### src/rtl/pwb_pkg.sv
package pwb_pkg;

  typedef enum logic [1:0] {
    IDLE          = 2'd0,
    WRITE_PENDING = 2'd1,
    READ_PENDING  = 2'd2,
    READ_RETURN   = 2'd3
  } pwbState_t;

  // strobes from control to datapath
  typedef struct packed {
    logic latchWr;
    logic latchRd;
    logic capRd;
    logic setAck;
    logic clrBusy;
    logic selWr;
  } pwbStrb_t;

endpackage

### src/rtl/pwb_ctrl.sv
module pwb_ctrl
  import pwb_pkg::*;
(
  input  logic      clk,
  input  logic      rstN,
  input  logic      cpuReq,
  input  logic      cpuWe,
  input  logic      ackQ,
  input  logic      extDone,
  output pwbStrb_t  strb,
  output logic      extReq
);

  pwbState_t state, stateNext;
  logic      newReq;

  assign newReq = cpuReq && !ackQ;

  always_ff @(posedge clk) begin
    if (!rstN) state <= IDLE;
    else       state <= stateNext;
  end

  always_comb begin
    stateNext = state;
    strb      = '0;
    strb.selWr = (state == WRITE_PENDING);
    unique case (state)
      IDLE: begin
        if (newReq) begin
          if (cpuWe) begin
            strb.latchWr = 1'b1;
            strb.setAck  = 1'b1;
            stateNext    = WRITE_PENDING;
          end else begin
            strb.latchRd = 1'b1;
            stateNext    = READ_PENDING;
          end
        end
      end
      WRITE_PENDING: begin
        // a write arriving now is acknowledged and discarded
        if (newReq && cpuWe) strb.setAck = 1'b1;
        if (extDone) begin
          strb.clrBusy = 1'b1;
          if (newReq && !cpuWe) begin
            strb.latchRd = 1'b1;
            stateNext    = READ_PENDING;
          end else begin
            stateNext    = IDLE;
          end
        end
      end
      READ_PENDING: begin
        if (extDone) begin
          strb.capRd  = 1'b1;
          strb.setAck = 1'b1;
          stateNext   = READ_RETURN;
        end
      end
      READ_RETURN: begin
        stateNext = IDLE;
      end
      default: stateNext = IDLE;
    endcase
  end

  assign extReq = (state == WRITE_PENDING) || (state == READ_PENDING);

endmodule

### src/rtl/pwb_dpath.sv
module pwb_dpath
  import pwb_pkg::*;
#(
  parameter int AW = 32,
  parameter int DW = 32
) (
  input  logic          clk,
  input  logic          rstN,
  input  pwbStrb_t      strb,
  input  logic [AW-1:0] cpuAddr,
  input  logic [DW-1:0] cpuWdata,
  input  logic [DW-1:0] extRdata,
  output logic          ackQ,
  output logic          busyQ,
  output logic          extWe,
  output logic [AW-1:0] extAddr,
  output logic [DW-1:0] extWdata,
  output logic [DW-1:0] cpuRdata
);

  localparam int ALIGN_BITS = $clog2(DW / 8);

  logic [AW-1:0] wrAddr, rdAddr, addrSel;
  logic [DW-1:0] wrData, rdData;

  always_ff @(posedge clk) begin
    if (!rstN) begin
      wrAddr <= '0;
      wrData <= '0;
      rdAddr <= '0;
      rdData <= '0;
      ackQ   <= 1'b0;
      busyQ  <= 1'b0;
    end else begin
      ackQ <= strb.setAck;
      if (strb.latchWr) begin
        wrAddr <= cpuAddr;
        wrData <= cpuWdata;
      end
      if (strb.latchRd) rdAddr <= cpuAddr;
      if (strb.capRd)   rdData <= extRdata;
      if (strb.latchWr)      busyQ <= 1'b1;
      else if (strb.clrBusy) busyQ <= 1'b0;
    end
  end

  assign addrSel  = strb.selWr ? wrAddr : rdAddr;
  assign extAddr  = {addrSel[AW-1:ALIGN_BITS], {ALIGN_BITS{1'b0}}};
  assign extWdata = wrData;
  assign extWe    = strb.selWr;
  assign cpuRdata = rdData;

endmodule

### src/rtl/posted_wr_buf.sv
module posted_wr_buf
  import pwb_pkg::*;
#(
  parameter int AW     = 32,
  parameter int DW     = 32,
  parameter int SIZE_W = 2
) (
  input  logic              clk,
  input  logic              rstN,
  input  logic              cpuReq,
  input  logic              cpuWe,
  input  logic [SIZE_W-1:0] cpuSize,
  input  logic [AW-1:0]     cpuAddr,
  input  logic [DW-1:0]     cpuWdata,
  output logic              cpuAck,
  output logic [DW-1:0]     cpuRdata,
  output logic              busy,
  output logic              extReq,
  output logic              extWe,
  output logic [AW-1:0]     extAddr,
  output logic [DW-1:0]     extWdata,
  input  logic              extDone,
  input  logic [DW-1:0]     extRdata
);

  pwbStrb_t strb;
  logic     ackQ;
  logic     unusedSize;

  // every transfer is one full word; the size field carries no meaning here
  assign unusedSize = ^cpuSize;

  pwb_ctrl u_ctrl (
    .clk     (clk),
    .rstN    (rstN),
    .cpuReq  (cpuReq),
    .cpuWe   (cpuWe),
    .ackQ    (ackQ),
    .extDone (extDone),
    .strb    (strb),
    .extReq  (extReq)
  );

  pwb_dpath #(.AW(AW), .DW(DW)) u_dpath (
    .clk      (clk),
    .rstN     (rstN),
    .strb     (strb),
    .cpuAddr  (cpuAddr),
    .cpuWdata (cpuWdata),
    .extRdata (extRdata),
    .ackQ     (ackQ),
    .busyQ    (busy),
    .extWe    (extWe),
    .extAddr  (extAddr),
    .extWdata (extWdata),
    .cpuRdata (cpuRdata)
  );

  assign cpuAck = ackQ;

endmodule

### config.mk
export PLATFORM = sky130hd
export DESIGN_NAME = posted_wr_buf
export DESIGN_NICKNAME = d
export VERILOG_FILES = /design/src/rtl/pwb_pkg.sv /design/src/rtl/pwb_ctrl.sv /design/src/rtl/pwb_dpath.sv /design/src/rtl/posted_wr_buf.sv
export SDC_FILE = /design/constraint.sdc
export NUM_CORES = 1
export LEC_CHECK = 0
export ABC_AREA = 0
export BUFFER_PORTS_ARGS = -buffer_cell sky130_fd_sc_hd__buf_4
export CORE_MARGIN = 2
export CORE_UTILIZATION = 55
export CTS_BUF_LIST = sky130_fd_sc_hd__clkbuf_8
export DETAILED_ROUTE_END_ITERATION = 7
export HOLD_SLACK_MARGIN = 0.12
export PLACE_DENSITY_LB_ADDON = 0.1
export SLEW_MARGIN = 40
export SYNTH_ARGS = -nofsm -noshare
export SYNTH_HDL_FRONTEND = slang
export SYNTH_SLANG_ARGS = --single-unit
### constraint.sdc
create_clock -name clk -period 3.4 [get_ports clk]
set_input_delay 0 -clock clk [delete_from_list [all_inputs] [get_ports clk]]
set_output_delay 0 -clock clk [all_outputs]
set_load 0.02 [all_outputs]
==> results of run 1 <==
==> layout by cell type (no fill, tap or decap), types with 2 or more instances in the layout <==
cell           instances
inv_1                  2
ha_1                   3
nor2b_1                2
clkbuf_8              18
nand2_1              250
buf_4                203
mux2_2                30
dfxtp_1              128
clkinv_4               2
a21boi_0              21
clkinv_2               3
inv_6                  2
a21boi_1              73
nand2_2                2
dlygate4sd3_1        110
clkinvlp_4             3
mux2i_1               31
bufinv_16              3
conb_1                 2
a21oi_1                3
nand2b_1               3
==> synthesized netlist by cell type (2+ instances only) <==
library cell and number:
dfxtp_1 128, a21oi_1 3, nand2b_1 3, buf_2 11, a21boi_0 21, nand2_1 251
buf_4 3, inv_1 2, mux2i_1 31, nor2b_1 2, clkbuf_1 22, a21boi_1 73
mux2_2 30, buf_6 9, ha_1 4
==> final cells by class <==
class / count / share of cell area, %
multi-input cells: 432 / 30.3
flip-flops and latches: 128 / 30.8
clock buffers: 18 / 2.98
inverters: 3 / 0.136
repair buffers: 314 / 31.8
diodes: 1 / 0.0301
clock inverters: 13 / 1.96
well taps: 129 / 1.94
==> power by group <==
group          switching [mW]  total, mW  internal [mW]  leakage [nW]
Combinational           0.910       1.63          0.716          2.35
Sequential              0.115       1.81           1.70          1.04
Clock                   0.619       1.36          0.743         0.201
Total                    1.64       4.80           3.16          3.59
==> registers in the layout (all words and copies together) (netlist names) <==
| register | flops |
|---|---|
| u_dpath.cpuRdata | 32 |
| u_dpath.extWdata | 32 |
| u_dpath.rdAddr | 30 |
| u_dpath.wrAddr | 30 |
| u_ctrl.state | 2 |
| u_dpath.ackQ | 1 |
| u_dpath.busyQ | 1 |
==> tightest hold or removal path: cells and delay by family <==
family / cells / cell delay [ns]
buffers and inverters: 2 / 0.62
AO/OA/AOI/OAI: 1 / 0.10
AND/OR/NAND/NOR: 1 / 0.04
==> worst min-delay path by stage <==
| stage | end | slack [ns] | start |
|---|---|---|---|
| 5_1_grt | u_dpath.extWdata[26]$_SDFFE_PN0P_ | 0.37 | cpuWdata[26] |
| 4_1_cts | u_dpath.extWdata[15]$_SDFFE_PN0P_ | 0.36 | cpuWdata[15] |
| 2_1_floorplan | u_dpath.wrAddr[10]$_SDFFE_PN0P_ | 0.13 | cpuAddr[10] |
| 6_report | u_dpath.extWdata[14]$_SDFFE_PN0P_ | 0.37 | cpuWdata[14] |
| 3_5_place_dp | u_dpath.extWdata[1]$_SDFFE_PN0P_ | 0.26 | cpuWdata[1] |
| 3_3_place_gp | u_dpath.cpuRdata[12]$_SDFFE_PN0P_ | 0.25 | extRdata[12] |
==> per-layer routing <==
| layer | global-route usage (%) | vias to the layer above | share of wire, % | wire length, um |
|---|---|---|---|---|
| met4 | 18.7 | 0 | 4.7 | 807 |
| met3 | 9.83 | 68 | 6.2 | 1070 |
| met5 | 0 | - | 0 | 0 |
| met1 | 33.6 | 2585 | 36 | 6300 |
| li1 | - | 2558 | - | - |
| met2 | 59.2 | 234 | 53 | 9130 |
==> kinds of logic after synthesis <==
| group | synth area share, % |
|---|---|
| DFF | 48.0 |
| muxes | 12.1 |
| AOI/OAI and AO/OA | 14.7 |
| and+or+nand+nor | 19.0 |
| other | 0.0702 |
| adders and majority gates | 0.937 |
| buffers and inverters | 5.17 |
==> run metrics, run 1 <==
final WL=17300 um; DIE AREA=0.0105 mm2; Worst IR Drop VDD=0.359 mV; Pwr Total=4.80 mW; FF-to-FF Start=u_ctrl.state[0]$_SDFFE_PN0P_; hold depth=4; reg2reg path depth=7; core area=0.00933 mm2; CP delay by family, top=buffers and inverters; CTS H-tree lvls=4; RR Endpoint=u_dpath.extWdata[0]$_SDFFE_PN0P_; Lkg Pwr=3.59 nW; root buffer cell=clkbuf_8; Initial Util=57.3%; grt total ovfl=0; synth unique cells=30; Tightest Pin Transition=0.697 ns; port bufs=196; largest cells by area after synthesis=dfxtp_1 48%, nand2_1 18%, a21boi_1 10%, mux2_2 6.3%, mux2i_1 5.8%; placed insts=896; Via density=5.25; Clock transition at path regs=0.08 ns; setup_tns=0 ns; final setup fails=0; final hold vios=0; Final Cell Area=0.00831 mm2; initial antenna violation count=1; Levels on crit path=7; Clk Latency, worst-skew pair=0.42 ns; crit path cell chain=inv_1, ha_1, nand4b_1, buf_4, nand2_1, a21boi_1, dlygate4sd3_1; tightest hold margin=0.374 ns; CTS Buffer Depth=2; clock sinks=128; Worst path max stage delay=0.60 ns; Boundary Pins=203; Seq/Total Area, Yosys=48.0%; Power Density=578 mW/mm2; largest net degree at the start of global routing=65; CTS Buf Count=17; CP Data Arrival Time=3.01 ns; CP Capture Type=flop; TritonCTS clock tree=done; max-cap violations=0; CP endpoint=u_dpath.extWdata[0]$_SDFFE_PN0P_; gpl congestion=0.781; asr flop ratio synth=0%; Worst Setup Start Kind=flop; cell area after placement=0.00680 mm2; Seq cells post-synth=128; First DRT Iteration DRCs=223; Via Count=5445; CP max-delay cell=nand4b_1; cell count after synthesis=608; Post-Syn Area per Cell=8.79 um2; Final Net Count=1003; Site Rows=35; dpl hpwl=9210 um; Hold Path Class=in2reg; DR pass1 iterations=5; Crit. Startpoint=u_ctrl.state[0]$_SDFFE_PN0P_; Wirelength per Cell=16.7 um; Area growth syn-to-layout=55.5%; crit path time final=2.70 ns; crit path max fanout=27; RSZ-0062 raised after global routing=no; kind of critical path=reg2reg; DP Worst Slack=1.26 ns; first-pass GRT wire length=26500 um; dominant synthesized flop cell=dfxtp_1; slack of the critical path=0.701 ns; Filler cells=466; EDFF count, synth=0; worst path required time=3.71 ns; top cell type by total area after synthesis=dfxtp_1; outcome=finished, final reports clean; hold buffer count at CTS=110; worst relative slew slack=53.3%; Final Util=89.1%; area of the multi-input gates=0.00252 mm2; Worst Skew=0.00989 ns; layout cells sized above 1=30.2%; global-route usage over all layers=32.8%; PostCTS Resize Cnt=0; max-slew violation count=0; sequential cell area=0.00256 mm2; postcts setup bufs=0; top-area cell type share of the netlist area=48.0%; die height=103 um; DRC viols=0; synthesized cell area=0.00534 mm2; Buf+Inv Stages, Crit Path=3; R2R Setup Slk=0.70 ns; non-filler cells, final=1038; f_max=370 MHz; Die X-Extent=103 um; post-route antenna net violation count=0; crit share post-route=79.4%; number of global-route vias before repair=5667; Yosys warnings=0
Power figures use the tool's default switching activity.
==> run 2: changes to the inputs <==
Settings changed: CORE_UTILIZATION 55 to 46.
Clock period 3.4 ns to 2.2 ns, I/O delays scaled along.
==> run metrics, run 2 (synthesis gave the netlist of run 1 again) <==
outcome=finished, final reports clean; RR Endpoint=u_dpath.wrAddr[28]$_SDFFE_PN0P_; f_max=463 MHz (+25%); busiest grt layer=met2; Levels on crit path=7 (unchanged); most frequent cells in the layout=251 x nand2_1, 209 x buf_4, 128 x dfxtp_1; root buffer cell=clkbuf_8; Worst Skew=0.00633 ns (-0.00356 ns); Buf+Inv Stages, Crit Path=3 (unchanged); met3 GRT Util=6.75% (-3.1 points); crit path time final=2.16 ns (-0.539 ns); initial antenna violation count=0 (-1); CTS Buf Count=17 (unchanged); most common cell after layout, fill and taps aside=nand2_1; first-pass GRT wire length=24800 um (-6.3%); Hold Path Class=in2reg; Wirelength per Cell=14.7 um (-12%); max-slew violation count=0 (unchanged); Via density=4.93 (-6.0%); PostCTS Resize Cnt=0 (unchanged); startpoint of the worst hold path=cpuWdata[22]; Pwr Total=7.32 mW (+53%); First DRT Iteration DRCs=278 (+25%); die height=112 um (+9.0%); max-cap violations=0 (unchanged); non-filler cells, final=1052 (+1.3%); GR Layer Usage met1=27.5% (-6.1 points); TritonCTS clock tree=done; final setup fails=0 (unchanged); crit share post-route=98.2% (+19 points); hold endpoint=u_dpath.extWdata[22]$_SDFFE_PN0P_; dpl hpwl=9340 um (+1.5%); CP delay by family, top=buffers and inverters; placed insts=917 (+2.3%); CP max-delay cell=dlygate4sd3_1; Worst Setup Start Kind=flop; post-route antenna net violation count=0 (unchanged); R2R Setup Slk=0.04 ns (-0.66 ns); postcts setup bufs=0 (unchanged); number of global-route vias before repair=5239 (-7.6%); layout cells sized above 1=30.6% (+0.41 points); DR pass1 iterations=5 (unchanged); global-route usage over all layers=24.9% (-7.9 points); DIE AREA=0.0125 mm2 (+19%); GR Util met2=44.3% (-15 points); crit path max fanout=32 (+19%); Area growth syn-to-layout=55.8%; grt total ovfl=0 (unchanged); final WL=15500 um (-11%); DRC viols=0 (unchanged); Boundary Pins=203 (unchanged); Die X-Extent=112 um (+9.0%); CTS Buffer Depth=2 (unchanged); Power Density=880 mW/mm2 (+52%); final hold vios=0 (unchanged); gpl congestion=0.804 (+3.0%); reg2reg path depth=7 (unchanged); port bufs=196 (unchanged); Final Net Count=1003 (unchanged); Initial Util=47.0% (-10 points); Clk Latency, worst-skew pair=0.44 ns (+0.02 ns); Filler cells=868 (+86%); n_diodes=0 (-1); core area=0.0114 mm2 (+22%); CP Capture Type=flop; crit path cell chain=inv_1, ha_1, nand4b_1, buf_4, nand2_1, a21boi_1, dlygate4sd3_1; worst path required time=2.59 ns (-1.12 ns); CP Data Arrival Time=2.55 ns (-0.46 ns); kind of critical path=reg2reg; Site Rows=39 (+11%); largest net degree at the start of global routing=61 (-6.2%); Lkg Pwr=3.61 nW (+0.50%); Worst path max stage delay=0.56 ns (-0.04 ns); RSZ-0062 raised after global routing=yes; CTS H-tree lvls=4 (unchanged); FF-to-FF Start=u_ctrl.state[0]$_SDFFE_PN0P_; Worst IR Drop VDD=0.520 mV (+45%); clock sinks=128 (unchanged); Clock transition at path regs=0.07 ns (about the same); hold depth=4 (unchanged); Via Count=5187 (-4.7%)
==> run 2: worst min-delay path: stages <==
cell and delay [ns]:
dlygate4sd3_1 0.53, buf_4 0.10, nand2_1 0.04, a21boi_1 0.10
==> run 2: worst max path at each step <==
| stage | startpoint | to | slack (ns) |
|---|---|---|---|
| 6_report | u_ctrl.state[0]$_SDFFE_PN0P_ | u_dpath.wrAddr[28]$_SDFFE_PN0P_ | 0.04 |
| 4_1_cts | u_ctrl.state[1]$_SDFFE_PN0P_ | extAddr[7] | 0.06 |
| 3_3_place_gp | u_ctrl.state[1]$_SDFFE_PN0P_ | u_dpath.rdAddr[24]$_SDFFE_PN0P_ | 0.39 |
| 2_1_floorplan | u_ctrl.state[1]$_SDFFE_PN0P_ | u_dpath.rdAddr[10]$_SDFFE_PN0P_ | 0.54 |
| 5_1_grt | u_ctrl.state[0]$_SDFFE_PN0P_ | u_dpath.wrAddr[28]$_SDFFE_PN0P_ | -0.08 |
| 3_5_place_dp | u_ctrl.state[1]$_SDFFE_PN0P_ | u_dpath.rdAddr[8]$_SDFFE_PN0P_ | 0.33 |
==> run 2: layout make-up <==
type                    count  area [um2]  area share (%)
clock inverters             5        47.5           0.571
multi-input cells         432        2510            30.2
inverters                   3        11.3           0.135
repair buffers            314        2640            31.7
clock buffers              27         372            4.46
flip-flops and latches    128        2560            30.8
well taps                 143         179            2.15
==> run 2: what timing repair did <==
item                                    4_1_cts  5_1_grt
hold buffers                                103        0
endpoints found under the hold margin       128        0
endpoints found under the setup margin        0       12
==> run 2: routing by layer <==
layer / part of all wire, % / vias to the layer above
met4: 3.3 / 0
met1: 40 / 2440
met2: 51 / 162
met3: 5.3 / 41
met5: 0 / -
li1: - / 2544
==> run 2: power breakdown <==
part	internal, mW	leakage (nW)	switching [mW]	total (mW)
clock	1.19	0.227	0.860	2.05
sequential	2.62	1.04	0.163	2.79
combinational	1.13	2.34	1.36	2.49
total	4.94	3.61	2.39	7.32
==> run 2: stage by stage <==
stage	util (%)	setup TNS (ns)	cell area, um2	hold WS, ns	setup slack, ns
after floorplan	-	0	5350	0.135	0.539
after global placement	60.5	0	6870	0.247	0.388
after detailed placement	60.5	0	6870	0.256	0.333
after CTS	73.2	0	8320	0.314	0.0600
after global routing	73.2	-0.310	8320	0.344	-0.0779
final	73.2	0	8320	0.354	0.0397
==> run 3: changes to the inputs <==
Settings changed: CORE_UTILIZATION 46 to 55.
Clock period 2.2 ns to 2.8 ns, I/O delays scaled along.
==> run metrics, run 3 (synthesis gave the netlist of run 1 again) <==
outcome=finished, final reports clean; CTS H-tree lvls=4 (unchanged); Die X-Extent=103 um (-8.2%); area of the multi-input gates=0.00251 mm2 (unchanged); Worst Skew=0.00987 ns (+0.00354 ns); FF-to-FF Start=u_ctrl.state[1]$_SDFFE_PN0P_; most frequent cells in the layout=251 x nand2_1, 205 x buf_4, 128 x dfxtp_1; kind of critical path=reg2reg; R2R Setup Slk=0.34 ns (+0.30 ns); CP Data Arrival Time=2.82 ns (+0.27 ns); RR Endpoint=u_dpath.wrAddr[28]$_SDFFE_PN0P_; Clock transition at path regs=0.08 ns (about the same); TritonCTS clock tree=done; Via density=5.24 (+6.3%); gpl congestion=0.795 (-1.1%); first-pass GRT wire length=27000 um (+8.6%); setup_tns=0 ns (unchanged); DR pass1 iterations=7 (+2); number of global-route vias before repair=5830 (+11%); max-slew violation count=0 (unchanged); crit share post-route=87.7% (-10 points); hold endpoint=u_dpath.extWdata[10]$_SDFFE_PN0P_; clock sinks=128 (unchanged); die height=103 um (-8.2%); post-route antenna net violation count=0 (unchanged); First DRT Iteration DRCs=280 (+0.72%); cell area after placement=0.00681 mm2 (-0.98%); worst path required time=3.17 ns (+0.58 ns); CP Capture Type=flop; placed insts=898 (-2.1%); CTS Buffer Depth=2 (unchanged); Lkg Pwr=3.64 nW (+0.89%); final WL=17500 um (+13%); final setup fails=0 (unchanged); hold depth=4 (unchanged); DIE AREA=0.0105 mm2 (-16%); crit path max fanout=22 (-31%); Clk Latency, worst-skew pair=0.42 ns (-0.02 ns); core area=0.00933 mm2 (-18%); Final Net Count=1013 (+1.0%); Hold Path Class=in2reg; Initial Util=57.3% (+10 points); non-filler cells, final=1047 (-0.48%); port bufs=196 (unchanged); grt total ovfl=0 (unchanged); Worst IR Drop VDD=0.583 mV (+12%); final hold vios=0 (unchanged); DRC viols=0 (unchanged); PostCTS Resize Cnt=0 (unchanged); reg2reg path depth=6 (-1); dpl hpwl=9210 um (-1.4%); max-cap violations=0 (unchanged); layout cells sized above 1=29.7% (-0.92 points); largest net degree at the start of global routing=101 (+66%); Boundary Pins=203 (unchanged); Pwr Total=5.72 mW (-22%); initial antenna violation count=1 (+1); Via Count=5489 (+5.8%); Worst Setup Start Kind=flop; f_max=407 MHz (-12%); Final Util=89.6% (+16 points); Filler cells=418 (-52%); Power Density=684 mW/mm2 (-22%); Area growth syn-to-layout=56.4%; root buffer cell=clkbuf_8; worst relative slew slack=63.3%; RSZ-0062 raised after global routing=no; Site Rows=35 (-10%); sequential cell area=0.00256 mm2 (unchanged); startpoint of the worst hold path=cpuWdata[10]; most common cell after layout, fill and taps aside=nand2_1; Final Cell Area=0.00836 mm2 (+0.42%); CTS Buf Count=17 (unchanged); Wirelength per Cell=16.7 um (+13%); global-route usage over all layers=33.3% (+8.4 points); Tightest Pin Transition=0.550 ns; crit path time final=2.46 ns (+0.296 ns)
==> run 3: cell count changes in the layout (fill, tap and decap cells not counted), sizes merged <==
cell         previous run  this run
buf                   211       206
bufinv                  1         2
clkbuf                 27        18
clkinv                  2         7
clkinvlp                0         2
diode                   0         1
dlygate4sd3           103       118
inv                     5         4
==> run 3: routing by layer <==
| layer | up-vias | track usage, % | part of all wire, % |
|---|---|---|---|
| li1 | 2572 | - | - |
| met1 | 2615 | 32.4 | 35 |
| met5 | - | 0 | 0 |
| met4 | 0 | 16.3 | 3.8 |
| met2 | 250 | 63.9 | 54 |
| met3 | 52 | 9.08 | 6.8 |
==> run 3: worst max-delay path by stage <==
stage	endpoint	start	slack, ns	depth (start not counted)
finish	u_dpath.wrAddr[28]$_SDFFE_PN0P_	u_ctrl.state[1]$_SDFFE_PN0P_	0.34	6
CTS	u_dpath.rdAddr[29]$_SDFFE_PN0P_	u_ctrl.state[1]$_SDFFE_PN0P_	0.53	7
global route	u_dpath.wrAddr[28]$_SDFFE_PN0P_	u_ctrl.state[1]$_SDFFE_PN0P_	0.25	6
floorplan	u_dpath.rdAddr[10]$_SDFFE_PN0P_	u_ctrl.state[1]$_SDFFE_PN0P_	1.14	7
detailed placement	u_dpath.wrAddr[8]$_SDFFE_PN0P_	u_ctrl.state[1]$_SDFFE_PN0P_	0.79	6
global placement	u_dpath.extWdata[8]$_SDFFE_PN0P_	u_ctrl.state[1]$_SDFFE_PN0P_	0.88	6
==> run 3: layout make-up <==
class	instances	area share, %
Clock buffer	18	2.96
Multi-Input combinational cell	432	30.1
Sequential cell	128	30.7
Tap cell	129	1.93
Clock inverter	12	1.45
Timing Repair Buffer	324	32.8
Inverter	3	0.135
Antenna cell	1	0.0299
==> run 3: worst max-delay path, cell delays in order (launching register included) <==
cell	delay [ns]
dfxtp_1	0.35
inv_1	0.10
ha_1	0.30
and4b_2	0.63
nand2_1	0.16
a21boi_1	0.25
dlygate4sd3_1	0.60
==> run 3: where the power goes <==
part / leakage [nW] / internal, mW / switching [mW]
clock: 0.191 / 0.795 / 0.721
combinational: 2.41 / 0.887 / 1.11
sequential: 1.04 / 2.06 / 0.143
==> run 3: per-stage QoR <==
step	setup WS (ns)	hold slack, ns
after global routing	0.254	0.385
after floorplan	1.14	0.135
final	0.344	0.374
after CTS	0.530	0.357
after global placement	0.877	0.247
after detailed placement	0.793	0.258
==> run 3: timing repair <==
item	CTS	global route
hold buffers	118	0
hold endpoints to repair	128	0
setup buffers	0	0
